### src/rtl/frg_pkg.sv
package frg_pkg;
  // configuration word field positions (shared by all three channels)
  localparam int CFG_RX_EN_BIT  = 0;
  localparam int CFG_TX_EN_BIT  = 1;
  localparam int CFG_RX_THR_LSB = 8;
  localparam int CFG_TX_THR_LSB = 16;
  localparam int THR_W          = 4;
  // status word field positions
  localparam int ST_RX_LVL_LSB  = 8;
  localparam int ST_TX_LVL_LSB  = 16;
  localparam int LVL_FIELD_W    = 4;
  // channel order also gives the status bit of each request
  localparam int NUM_CHAN       = 3;
  localparam int CH_IRQ         = 0;
  localparam int CH_DMA1        = 1;
  localparam int CH_DMA2        = 2;
endpackage

### src/rtl/frg_fifo.sv
module frg_fifo #(
  parameter int DATA_W = 32,
  parameter int DEPTH  = 8
) (
  input  logic                              clk,
  input  logic                              rst,
  input  logic                              push,
  input  logic [DATA_W-1:0]                 wdata,
  input  logic                              pop,
  output logic [DATA_W-1:0]                 rdata,
  output logic [$clog2(DEPTH+1)-1:0]        level,
  output logic [$clog2(DEPTH+1)-1:0]        level_nxt
);
  localparam int AW = (DEPTH > 1) ? $clog2(DEPTH) : 1;
  localparam int LW = $clog2(DEPTH + 1);
  localparam logic [AW-1:0] LAST = AW'(DEPTH - 1);
  localparam logic [LW-1:0] FULL = LW'(DEPTH);

  logic [DATA_W-1:0] mem [DEPTH];
  logic [AW-1:0]     wr_ptr, rd_ptr;
  logic              do_push, do_pop;

  // acceptance is decided on the level before this edge
  assign do_push = push && (level != FULL);
  assign do_pop  = pop  && (level != '0);

  always_comb begin
    level_nxt = level;
    if (do_push && !do_pop) level_nxt = level + LW'(1);
    else if (do_pop && !do_push) level_nxt = level - LW'(1);
  end

  // storage without reset so it can map onto block RAM
  always_ff @(posedge clk) begin
    if (do_push) mem[wr_ptr] <= wdata;
  end

  always_ff @(posedge clk) begin
    if (rst) begin
      rdata <= '0;
    end else if (pop) begin
      rdata <= do_pop ? mem[rd_ptr] : '0;
    end
  end

  always_ff @(posedge clk) begin
    if (rst) begin
      wr_ptr <= '0;
      rd_ptr <= '0;
      level  <= '0;
    end else begin
      if (do_push) wr_ptr <= (wr_ptr == LAST) ? '0 : wr_ptr + AW'(1);
      if (do_pop)  rd_ptr <= (rd_ptr == LAST) ? '0 : rd_ptr + AW'(1);
      level <= level_nxt;
    end
  end
endmodule

### src/rtl/frg_req_chan.sv
module frg_req_chan
  import frg_pkg::*;
#(
  parameter int LW = 4
) (
  input  logic          clk,
  input  logic          rst,
  input  logic [31:0]   cfg,
  input  logic [LW-1:0] rx_level_nxt,
  input  logic [LW-1:0] tx_level_nxt,
  output logic          req
);
  logic             rx_en, tx_en, rx_hit, tx_hit;
  logic [THR_W-1:0] rx_thr, tx_thr;
  logic             unused_cfg_bits;

  assign rx_en  = cfg[CFG_RX_EN_BIT];
  assign tx_en  = cfg[CFG_TX_EN_BIT];
  assign rx_thr = cfg[CFG_RX_THR_LSB +: THR_W];
  assign tx_thr = cfg[CFG_TX_THR_LSB +: THR_W];
  assign unused_cfg_bits = ^{cfg[31:CFG_TX_THR_LSB+THR_W],
                             cfg[CFG_TX_THR_LSB-1:CFG_RX_THR_LSB+THR_W],
                             cfg[CFG_RX_THR_LSB-1:CFG_TX_EN_BIT+1]};

  // receive side wants draining when full enough, transmit side wants filling when low
  always_comb begin
    rx_hit = rx_en && (int'(rx_level_nxt) >= int'(rx_thr));
    tx_hit = tx_en && (int'(tx_level_nxt) <= int'(tx_thr));
  end

  always_ff @(posedge clk) begin
    if (rst) req <= 1'b0;
    else     req <= rx_hit || tx_hit;
  end
endmodule

### src/rtl/fifo_req_gen.sv
module fifo_req_gen
  import frg_pkg::*;
#(
  parameter int DATA_W = 32,
  parameter int DEPTH  = 8
) (
  input  logic              clk,
  input  logic              rst,
  input  logic              tx_push,
  input  logic [DATA_W-1:0] tx_wdata,
  input  logic              tx_pop,
  output logic [DATA_W-1:0] tx_rdata,
  input  logic              rx_push,
  input  logic [DATA_W-1:0] rx_wdata,
  input  logic              rx_pop,
  output logic [DATA_W-1:0] rx_rdata,
  input  logic [31:0]       irq_cfg,
  input  logic [31:0]       dma1_cfg,
  input  logic [31:0]       dma2_cfg,
  output logic              irq_req,
  output logic              dma1_req,
  output logic              dma2_req,
  output logic [31:0]       status
);
  localparam int LW = $clog2(DEPTH + 1);

  logic [LW-1:0]       tx_level, tx_level_nxt, rx_level, rx_level_nxt;
  logic [31:0]         cfg_arr [NUM_CHAN];
  logic [NUM_CHAN-1:0] req_vec;

  frg_fifo #(.DATA_W(DATA_W), .DEPTH(DEPTH)) tx_q (
    .clk(clk), .rst(rst), .push(tx_push), .wdata(tx_wdata), .pop(tx_pop),
    .rdata(tx_rdata), .level(tx_level), .level_nxt(tx_level_nxt));

  frg_fifo #(.DATA_W(DATA_W), .DEPTH(DEPTH)) rx_q (
    .clk(clk), .rst(rst), .push(rx_push), .wdata(rx_wdata), .pop(rx_pop),
    .rdata(rx_rdata), .level(rx_level), .level_nxt(rx_level_nxt));

  assign cfg_arr[CH_IRQ]  = irq_cfg;
  assign cfg_arr[CH_DMA1] = dma1_cfg;
  assign cfg_arr[CH_DMA2] = dma2_cfg;

  for (genvar c = 0; c < NUM_CHAN; c++) begin : g_chan
    frg_req_chan #(.LW(LW)) chan_i (
      .clk(clk), .rst(rst), .cfg(cfg_arr[c]),
      .rx_level_nxt(rx_level_nxt), .tx_level_nxt(tx_level_nxt),
      .req(req_vec[c]));
  end

  assign irq_req  = req_vec[CH_IRQ];
  assign dma1_req = req_vec[CH_DMA1];
  assign dma2_req = req_vec[CH_DMA2];

  always_comb begin
    status = '0;
    status[NUM_CHAN-1:0] = req_vec;
    status[ST_RX_LVL_LSB +: LVL_FIELD_W] = LVL_FIELD_W'(rx_level);
    status[ST_TX_LVL_LSB +: LVL_FIELD_W] = LVL_FIELD_W'(tx_level);
  end
endmodule

### config.mk
export PLATFORM = sky130hd
export DESIGN_NAME = fifo_req_gen
export DESIGN_NICKNAME = d
export VERILOG_FILES = /design/src/rtl/frg_pkg.sv /design/src/rtl/frg_fifo.sv /design/src/rtl/frg_req_chan.sv /design/src/rtl/fifo_req_gen.sv
export SDC_FILE = /design/constraint.sdc
export NUM_CORES = 1
export LEC_CHECK = 0
export BUFFER_PORTS_ARGS = -buffer_cell sky130_fd_sc_hd__buf_2
export CORE_ASPECT_RATIO = 0.8
export CORE_UTILIZATION = 48
export DETAILED_ROUTE_END_ITERATION = 8
export PLACE_DENSITY = 0.76
export SETUP_SLACK_MARGIN = 0.1
export SLEW_MARGIN = 30
export SYNTH_ARGS = -nofsm -noshare
export SYNTH_HDL_FRONTEND = slang
export SYNTH_HIERARCHICAL = 1
export SYNTH_SLANG_ARGS = --single-unit
export TNS_END_PERCENT = 50
### constraint.sdc
create_clock -name clk -period 10 [get_ports clk]
set_input_delay 1 -clock clk [delete_from_list [all_inputs] [get_ports clk]]
set_output_delay 1 -clock clk [all_outputs]
set_load 0.01 [all_outputs]
==> flow_summary_export.csv <==
group,metric,value,unit
outcome,status,"complete, no violations",
finish,drive_gt1_share,28.3,%
routing,wl_per_cell,21.8,um
grt,grt_pass1_vias,12418,
synth,ys.flop_type,"edfxtp_1",
placement,gp_congestion,0.780,
power_and_ir_drop,p_leak,9.14,nW
routing,viasPerCell,5.61,
critical_path,rrSetupSlack,7.08,ns
synth,ys_seq_area_share,72.8,%
floorplanning,start_util,48.9,%
timing,finalMaxSlewViolations,0,
floorplanning,die_h,201,um
timing,skew,0.0493,ns
grt,grt_overflow,0,
synth,synth_area_leaders,"edfxtp_1 (65%), mux4_2 (10%), dfxtp_1 (7.9%)",
synth,synth_area,23700,um^2
clock_tree,clock_latency,0.64,ns
timing,setup_tns,0,ns
critical_path,worstSetupEndpointType,"register",
floorplanning,core,48500,um^2
placement,placedInstanceArea,25200,um^2
finish,final_cell_mix,"edfxtp_1 (512), buf_2 (177), mux4_2 (106)",
timing,rsz0062_at_grt,"false",
synth,yosysUniqueCellTypes,56,
power_and_ir_drop,vdd_drop_max,0.222,mV
synth,yosysTopAreaCellShare,64.9,%
clock_tree,clk_pin_slew_worst_paths,0.07,ns
routing,wirelength,47.1,mm
clock_tree,htree_levels,2,
critical_path,crit_required,10.53,ns
routing,drtIter0Drc,784,
routing,dr_total_vias,12122,
finish,syn_to_final_growth,14.0,%
finish,final_common_cell,"edfxtp_1",
timing,period_minus_slack,2.92,ns
synth,synth.avg_cell_area,18.4,um^2
placement,dpl.hpwl,26.3,mm
critical_path,arrival,3.46,ns
floorplanning,dieWidth,250,um
synth,yosysWarnings,6,
critical_path,critPathLaunchType,"register",
critical_path,r2r-start,"tx_q/level[0]",
clock_tree,postCtsSetupBuffers,0,
timing,worst_pin_slew,0.857,ns
timing,finalSetupViolCount,0,
finish,fin_area,27000,um^2
timing,fmax,0.342,GHz
synth,synth_seq_cells,605,
critical_path,cp_max_fo,7,
grt,grt_use_total,18.9,%
finish,nets,1687,
clock_tree,hold_buffers,0,
power_and_ir_drop,p_total,6.29,mW
grt,grt_pass1_wl,72.0,mm
routing,drtPass1Iterations,5,
clock_tree,cts_tree,"built",
flow_run,cap_violations,0,
clock_tree,cts_buffers,55,
critical_path,reg2reg_depth,10,
synth,synth_cells,1287,
hold_path,hold_end,"rx_q/rdata[29]",
grt,grt_max_degree,57,
synth,ys_async_sr_fraction,0,%
critical_path,path_class,"reg2reg",
timing,fin_crit_sh,29.2,%
floorplanning,fp-row-count,72,
hold_path,holdCritStartpoint,"rx_q/rdata[29]",
floorplanning,io-pin-count,265,
critical_path,r2r-end,"g_chan[1].chan_i/req",
synth,synth_edf_count,512,
clock_tree,cts_root_buf,"clkbuf_16",
power_and_ir_drop,power_density,233,nW/um^2
clock_tree,cts_buffer_depth,3,
timing,finalHoldViolations,0,
synth,synth_top_area_cell,"edfxtp_1",
grt,antenna_found_initial,4,
hold_path,hold-path-cell-count,2,
placement,io_buffer_count,177,
clock_tree,numClockSinks,605,
hold_path,hp-class,"reg2reg",
routing,ant_nets,0,
floorplanning,die_area,50200,um^2
routing,drc_errors,0,
timing,relSlewSlack,42.9,%
clock_tree,cts_resized,0,
-- flip-flops by register name (all words and copies together), names as in the netlist, named ones only --
register,cells
tx_q/rdata,32
rx_q/mem,256
rx_q/level,4
rx_q/wr_ptr,3
tx_q/level,4
tx_q/rd_ptr,3
rx_q/rd_ptr,3
tx_q/wr_ptr,3
g_chan.chan_i/req,3
tx_q/mem,256
rx_q/rdata,32
-- worst max path at each step --
stage                            to  slack, ns          start
6_report       g_chan[1].chan_i/req       7.08  tx_q/level[0]
5_1_grt        g_chan[1].chan_i/req       6.93  rx_q/level[0]
4_1_cts        g_chan[1].chan_i/req       7.11  tx_q/level[0]
3_5_place_dp   g_chan[2].chan_i/req       6.61         rx_pop
3_3_place_gp   g_chan[0].chan_i/req       6.65         rx_pop
2_1_floorplan        tx_q/mem[0][0]       4.97        tx_push
-- stage by stage --
stage | setup WS (ns) | util [%] | hold slack [ns] | std cells
final | 7.08 | 55.7 | 0.443 | 2161
after global routing | 6.93 | 55.7 | 0.457 | 2161
after CTS | 7.11 | 55.7 | 0.447 | 2160
after global placement | 6.65 | 51.9 | 0.435 | 2057
after detailed placement | 6.61 | 51.9 | 0.438 | 2057
after floorplan | 4.97 | - | 0.454 | 1307
-- Yosys cell counts, types with 4 or more instances --
cell,count
o211ai_1,23
buf_4,27
mux2i_1,90
o21ai_0,5
a22oi_1,23
a21oi_1,34
buf_6,8
buf_2,15
inv_1,33
nand2_1,84
o211a_1,4
a211o_1,5
buf_12,4
nor2b_1,8
edfxtp_1,512
nor3_1,12
ha_1,36
xnor2_1,5
dfxtp_1,93
mux4_2,106
nand2b_1,7
nor2_1,20
o21a_1,4
or3_1,4
clkbuf_1,26
o21ai_1,42
-- routing by layer --
metal	share of wire, %	vias up	global-route usage [%]	wire, um
met3	6.6	74	3.49	3100
met5	0.079	-	0	37
li1	-	5443	-	-
met2	49	416	31.2	23300
met4	2.0	6	6.20	926
met1	42	6183	25.7	19700
-- cell type report --
cell class,count,area (um^2)
Antenna cell,1,2.50
Clock buffer,78,1520
Clock inverter,25,288
Fill cell,3629,21500
Inverter,34,128
Multi-Input combinational cell,584,5920
Sequential cell,605,17200
Tap cell,629,787
Timing Repair Buffer,205,1100
-- where the power goes --
part	switching [mW]	internal, mW	leakage [nW]
Clock	0.908	1.17	0.873
Combinational	0.592	0.570	2.86
Sequential	0.132	2.91	5.41
Total	1.63	4.66	9.14
-- worst max-delay path, stage by stage (launching register included) --
cell     delay [ns]
dfxtp_1        0.45
inv_1          0.07
ha_1           0.28
nor2b_2        0.21
o31ai_2        0.41
a22oi_2        0.13
xnor2_1        0.48
ha_1           0.25
nand4_1        0.13
a211o_1        0.32
o22ai_2        0.11
-- cells by family (layout without fill, tap and decap cells) --
family                   Yosys count  count (layout)  synth area share, %
AND/OR/NAND/NOR                  162             162                 3.33
multiplexers                     200             200                 14.1
AO/OA/AOI/OAI                    160             160                 4.74
adder cells (fa/ha/maj)           36              36                 1.90
flip-flops                       605             605                 72.8
buffers and inverters            118             342                 2.95
other                              1              22               0.0158
XOR/XNOR                           5               5                0.185
(Power assumes the default switching activity.)
